## config.mk

```make
export PLATFORM = sky130hd
export DESIGN_NAME = thp_precoder
export DESIGN_NICKNAME = d
export VERILOG_FILES = /design/src/rtl/thp_precoder.sv
export SDC_FILE = /design/constraint.sdc
export NUM_CORES = 2
export LEC_CHECK = 0
export BUFFER_PORTS_ARGS = -buffer_cell sky130_fd_sc_hd__buf_2
export CAP_MARGIN = 25
export CORE_UTILIZATION = 50
export CTS_CLUSTER_DIAMETER = 150
export CTS_CLUSTER_SIZE = 20
export DETAILED_ROUTE_END_ITERATION = 6
export PLACE_DENSITY = 0.78
export SLEW_MARGIN = 20
export SYNTH_ARGS = -nofsm -noshare
export SYNTH_HDL_FRONTEND = slang
export SYNTH_SLANG_ARGS = --single-unit
```

## constraint.sdc

```tcl
create_clock -name clk -period 20.1 [get_ports clk]
set_clock_uncertainty 0.1 [all_clocks]
set_input_delay 3.015 -clock clk [delete_from_list [all_inputs] [get_ports clk]]
set_output_delay 3.015 -clock clk [all_outputs]
set_load 0.01 [all_outputs]
```

## src/rtl/thp_precoder.sv

```systemverilog
module thp_precoder #(
  parameter int NTAPS = 8,
  parameter int WW    = 6,
  parameter int DW    = 6,
  parameter int FRAC  = 5
) (
  input  logic          clk,
  input  logic          rst_n,
  input  logic          mode_pam4,
  input  logic          in_valid,
  input  logic [1:0]    sym_even,
  input  logic [1:0]    sym_odd,
  input  logic          cfg_we,
  input  logic [$clog2(NTAPS)-1:0] cfg_addr,
  input  logic [WW-1:0] cfg_wdata,
  output logic          out_valid,
  output logic [DW-1:0] out_even,
  output logic [DW-1:0] out_odd
);
  localparam int AW   = $clog2(NTAPS);
  localparam int ACCW = WW + DW + AW + 1;
  localparam int LSH  = DW - 3;

  logic signed [WW-1:0]   wt   [NTAPS];
  logic signed [DW-1:0]   hist [NTAPS];
  logic signed [ACCW-1:0] pe_q, po_q, pe_d, po_d, fb_e, fb_o;
  logic signed [DW-1:0]   x_e, x_o, y_e, y_o;

  function automatic logic signed [DW-1:0] to_level(input logic [1:0] c, input logic pam4);
    int lv;
    if (pam4) lv = 2 * int'(c) - 3;
    else      lv = c[1] ? 1 : -1;
    return DW'(lv <<< LSH);
  endfunction

  function automatic logic signed [ACCW-1:0] mul(input logic signed [WW-1:0] w,
                                                 input logic signed [DW-1:0] h);
    return ACCW'(w) * ACCW'(h);
  endfunction

  function automatic logic signed [DW-1:0] wrap(input logic signed [ACCW-1:0] v, input logic pam4);
    return pam4 ? v[DW-1:0] : {v[DW-2], v[DW-2:0]};
  endfunction

  always_comb begin
    pe_d = '0;
    po_d = '0;
    for (int k = 2; k < NTAPS; k++)
      pe_d += mul(wt[k], in_valid ? hist[k-2] : hist[k]);
    for (int k = 3; k < NTAPS; k++)
      po_d += mul(wt[k], in_valid ? hist[k-3] : hist[k-1]);
  end

  assign x_e  = to_level(sym_even, mode_pam4);
  assign x_o  = to_level(sym_odd, mode_pam4);
  assign fb_e = pe_q + mul(wt[0], hist[0]) + mul(wt[1], hist[1]);
  assign y_e  = wrap(ACCW'(x_e) - (fb_e >>> FRAC), mode_pam4);
  assign fb_o = po_q + mul(wt[0], y_e) + mul(wt[1], hist[0]) + mul(wt[2], hist[1]);
  assign y_o  = wrap(ACCW'(x_o) - (fb_o >>> FRAC), mode_pam4);

  always_ff @(posedge clk or negedge rst_n) begin
    if (!rst_n) begin
      for (int k = 0; k < NTAPS; k++) begin
        wt[k]   <= '0;
        hist[k] <= '0;
      end
      pe_q      <= '0;
      po_q      <= '0;
      out_valid <= 1'b0;
      out_even  <= '0;
      out_odd   <= '0;
    end else begin
      if (cfg_we) wt[cfg_addr] <= cfg_wdata;
      pe_q      <= pe_d;
      po_q      <= po_d;
      out_valid <= in_valid;
      if (in_valid) begin
        hist[0]  <= y_o;
        hist[1]  <= y_e;
        for (int k = 2; k < NTAPS; k++) hist[k] <= hist[k-2];
        out_even <= y_e;
        out_odd  <= y_o;
      end
    end
  end
endmodule

```

**Word level (Yosys, flattened, before mapping)**

Index checks and enable logic that the tools add are counted.

- Add/subtract/negate cells: 18
- $mul: 16
- Order comparisons: 2
- Mux-type cells: 15
- Bitwise operators: 1
- Reductions and logical operators: 1

Operators with widths:

| operator | count |
|---|---|
| 6-bit by 6-bit multiplier with 11-bit output | 16 |
| 11-bit adder | 14 |
| 6-bit two-way mux | 9 |
| 48-bit bitwise mux | 1 |
| 6-bit demux with 3-bit select | 1 |
| 3-bit two-way mux | 4 |
| 6-bit subtractor | 2 |
| 3-bit by 2-bit subtractor with 3-bit output, second input constant | 2 |
| 4-bit >= comparator, second input constant | 1 |
| 4-bit by 1-bit < comparator with 1-bit output, second input constant | 1 |
| 3-bit NOT with 4-bit output | 1 |
| 1-bit logical AND | 1 |

- Bits in registers: 119
- Input bits: 18
- Output and inout bits: 13
- Logic and storage cells: 72

**Depth between registers and ports, before layout**

- Depth after elaboration: 11
- Depth in mapped cells: 49

**Worst setup path before layout**

No wires, ideal clock.

- Kind: flip-flop to flip-flop
- Start point: reg wt[41] in the netlist's numbering
- End point: reg out_odd[5]
- Library setup time: 0.137 ns
- Arrival: 11.891 ns
- Required time: 19.863 ns
- Setup slack: 7.972 ns
- Stages on the path, launching flop included: 48
- Period minus slack after synthesis: 12.128 ns
- Cell sequence: dfrtp_1 > clkbuf_1 > nand2_1 > fa_1 > fa_1 > inv_1 > fa_1 > inv_1 > fa_1 > inv_1 > fa_1 > fa_1 > ha_1 > buf_2 > nor2_1 > nor2_1 > a31o_2 > a21o_1 > [... 12 more ...] > fa_1 > inv_1 > fa_1 > fa_1 > ha_1 > clkbuf_1 > nand4_1 > o2111ai_1 > a21oi_1 > o21bai_1 > xnor2_1 > ha_1 > or2_2 > o31ai_1 > xnor2_1 > xnor2_1 > a21oi_1 > o21bai_1

- Cells in the longest elaborated chain, start to end: 10

Ends and longest elaborated chain:

| element | line | text |
|---|---|---|
| start, declared | 24 | `logic signed [WW-1:0] wt [NTAPS];` |
| start signal, assigned by index | 73 | `if (cfg_we) wt[cfg_addr] <= cfg_wdata;` |
| 6-bit by 6-bit multiplier with 11-bit output | 38 | `return ACCW'(w) * ACCW'(h);` |
| 11-bit adder | 56 | `assign fb_e = pe_q + mul(wt[0], hist[0]) + mul(wt[1], hist[1]);` |
| 6-bit subtractor | 57 | `assign y_e = wrap(ACCW'(x_e) - (fb_e >>> FRAC), mode_pam4);` |
| 6-bit two-way mux | 42 | `return pam4 ? v[DW-1:0] : {v[DW-2], v[DW-2:0]};` |
| 6-bit by 6-bit multiplier with 11-bit output | 38 |  |
| 11-bit adder | 58 | `assign fb_o = po_q + mul(wt[0], y_e) + mul(wt[1], hist[0]) + mul(wt[2], hist[1]);` |
| 11-bit adder * (2 in a row) | 58 |  |
| 6-bit subtractor * | 59 | `assign y_o = wrap(ACCW'(x_o) - (fb_o >>> FRAC), mode_pam4);` |
| 6-bit two-way mux * | 42 |  |
| end signal, assigned | 82 | `out_odd <= y_o;` |
| end, declared | 18 | `output logic [DW-1:0] out_odd` |

Mark *: on every way between the ends. The rest lies on a longest branch, timed or not.
A chain may end at the register's enable or synchronous reset.

==> results by group <==
Hold path
  – Hold Crit Depth: 1
  – Worst Hold Class: flop to flop
  – Worst hold path startpoint: hist[1]$_DFFE_PN0P_
  – WHS Endpoint: hist[1]$_DFFE_PN0P_

Yosys
  – Post-synth top flop: dfrtp_1
  – Post-synth EDFFs: 0
  – Post-synth cell types: 50
  – #FFs+latches synth: 119
  – Seq/Total Area, Yosys: 0.116
  – Ys Warns: 0
  – Post-Syn Area: 0.0258 mm²
  – FFs w/ async S/R, synth: 1.00
  – Avg Cell Area, Syn: 10.1 µm²
  – Mapped Nets: 3343
  – Cells after Synth: 2546

Drt
  – Via count: 17.3k
  – First DRT Iteration DRCs: 1426
  – Avg WL per Cell: 20.4 µm
  – Detailed Routing Iterations Pass 1: 6
  – DRT antenna net count: 0
  – Total wire length: 65000 µm
  – Detailed-route DRC error count: 0
  – DR vias/cell: 5.43

Setup path
  – Worst Path Required: 20.29 ns
  – Register-to-Register Path Depth: 44
  – FF-to-FF setup slack: 6.81 ns
  – CP Capture Type: flop
  – CP max-delay cell: dfrtp_1
  – Most frequent CP cell: fa_1
  – Max incr delay on CP: 0.63 ns
  – Critical path start-end classification: flop to flop
  – Crit start category: flop
  – RR Endpoint: out_odd[5]$_DFFE_PN0P_
  – CP Max Fanout: 10
  – Arrival time at the worst endpoint: 13.48 ns
  – Reg-to-reg critical path startpoint: out_odd[5]$_DFFE_PN0P_

Finish
  – Storage element area: 0.00298 mm²
  – ANT cells: 0
  – Fillers: 4367
  – Most frequent cells in the layout: inv_1 (599), fa_1 (562), nand2_1 (256), and2_1 (228), ha_1 (217)
  – Filler-free cell count of the finished design: 3183
  – Share of cells above drive strength 1: 0.0856
  – Multi-input logic area: 0.0201 mm²
  – # nets final: 3295
  – Layout area overhead: 4.75%
  – Commonest non-fill, non-tap cell in the layout: inv_1

Clock network
  – Depth of the CTS H-tree: 4
  – Clock Pin Slew Worst Setup and Hold Paths: 0.06 ns
  – Clock buffer depth: 2
  – Post-CTS Hold Fix Bufs: 0
  – CTS sink cnt: 119
  – CTS tree: built
  – Worst skew pair latency: 0.44 ns
  – TritonCTS buffer count: 17
  – Post-CTS sizing: 0
  – Clock Tree Root: clkbuf_16
  – Post CTS Setup Buffer Count: 0

Global route
  – Vias in the first global route: 19.6k
  – Pin count of the biggest net entering global routing: 71
  – Met2 usage: 0.432
  – Antenna violations before repair: 0
  – Met1 usage: 0.351
  – GR Overflow Total: 0
  – Grt met3 use: 0.0504
  – First-pass GRT wire length: 106000 µm
  – Busiest grt layer: met2
  – Total GRT Usage: 0.263

STA
  – Slew margin rel.: 0.245
  – Final Hold Fails: 0
  – RSZ-0062 raised after global routing: no
  – Final worst slack: 6.81 ns
  – Max Clock Freq: 75.2 MHz
  – Fin. max-slew vios: 0
  – Total negative setup slack: 0 ns
  – Final setup fails: 0
  – Fin crit share: 0.661
  – Crit path time final: 13.29 ns
  – Worst-margin pin slew: 1.11 ns

Place
  – Hpwl dp: 51800 µm
  – Port bufs: 30
  – Dpl ws: 7.01 ns
  – Cells after DPL: 3150
  – Placer Congestion: 0.937

Floorplanning
  – Core ar.: 0.0505 mm²
  – Die X: 229 µm
  – Row count: 82
  – Die area: 0.0524 mm²
  – Die H: 229 µm
  – Initial Utilization: 0.510
  – # IOs: 31

Run
  – Max cap viols: 0

Status
  – Status: finished clean
cell usage after synthesis (all sizes together) (4+ instances only):
cell type,number,share of area
fa,562,0.44
ha,217,0.11
nor2b,4,0.00097
and2,228,0.055
mux2,87,0.038
nand4b,5,0.0017
buf,18,0.0045
dfrtp,119,0.12
o21ai,6,0.0013
nor3,4,0.00078
nor3b,4,0.0012
mux2i,22,0.0085
xnor2,135,0.046
or2,46,0.011
nand3,4,0.00078
clkbuf,93,0.014
nor2,38,0.0055
inv,599,0.087
nand2,256,0.037
and3,6,0.0015
a21oi,21,0.0041
o21bai,8,0.0023
nand2b,13,0.0032
xor2,23,0.0081
a21o,4,0.0012
final cells by class:
| class | instances | area share |
|---|---|---|
| Clock buffer | 20 | 0.0169 |
| Timing Repair Buffer | 44 | 0.00946 |
| Inverter | 600 | 0.0834 |
| Multi-Input combinational cell | 1716 | 0.744 |
| Clock inverter | 12 | 0.00436 |
| Tap cell | 672 | 0.0311 |
| Sequential cell | 119 | 0.110 |
per-stage QoR:
step | cell area (µm²) | utilization | hold WS, ns
4_1_cts | 27000 | 0.534 | 0.535
3_3_place_gp | 26400 | 0.523 | 0.484
5_1_grt | 27000 | 0.535 | 0.564
3_5_place_dp | 26400 | 0.523 | 0.506
6_report | 27000 | 0.535 | 0.542
2_1_floorplan | 25800 | - | 0.406
flip-flops by register name (all words and copies together), names as in the netlist:
name / count
hist: 36
out_even: 6
out_odd: 6
out_valid: 1
pe_q: 11
po_q: 11
wt: 48
worst max-delay path: cells and delay by family (launching register included):
| family | cells | cell delay [ns] |
|---|---|---|
| multiplexers | 1 | 0.36 |
| AND/OR/NAND/NOR | 6 | 1.18 |
| buffers and inverters | 8 | 0.81 |
| flip-flops | 1 | 0.63 |
| AO/OA/AOI/OAI | 8 | 1.68 |
| adder cells (fa/ha/maj) | 17 | 7.37 |
| XOR/XNOR | 4 | 1.03 |
worst max-delay path by stage:
stage	start	end	slack [ns]
finish	out_odd[5]$_DFFE_PN0P_	out_odd[5]$_DFFE_PN0P_	6.81
global placement	out_odd[5]$_DFFE_PN0P_	out_odd[5]$_DFFE_PN0P_	7.31
CTS	out_odd[5]$_DFFE_PN0P_	out_odd[5]$_DFFE_PN0P_	6.99
floorplan	wt[41]$_DFFE_PN0P_	out_odd[5]$_DFFE_PN0P_	7.97
detailed placement	out_odd[5]$_DFFE_PN0P_	out_odd[5]$_DFFE_PN0P_	7.01
global route	out_odd[5]$_DFFE_PN0P_	out_odd[5]$_DFFE_PN0P_	6.11
routing by layer:
metal,part of all wire,routed length (µm)
met4,0.039,2570
met1,0.40,25700
met3,0.087,5690
met2,0.48,31000
met5,0,0
kinds of logic after synthesis:
logic type / Yosys count / synth area share
buffers and inverters: 711 / 0.105
adder cells (fa/ha/maj): 779 / 0.542
multiplexers: 109 / 0.0466
AO/OA/AOI/OAI: 52 / 0.0136
XOR/XNOR: 159 / 0.0549
AND/OR/NAND/NOR: 617 / 0.122
flip-flops: 119 / 0.116
Power is not shown: default switching activity piles up to over one toggle a cycle in this logic, so the estimate is an artifact.
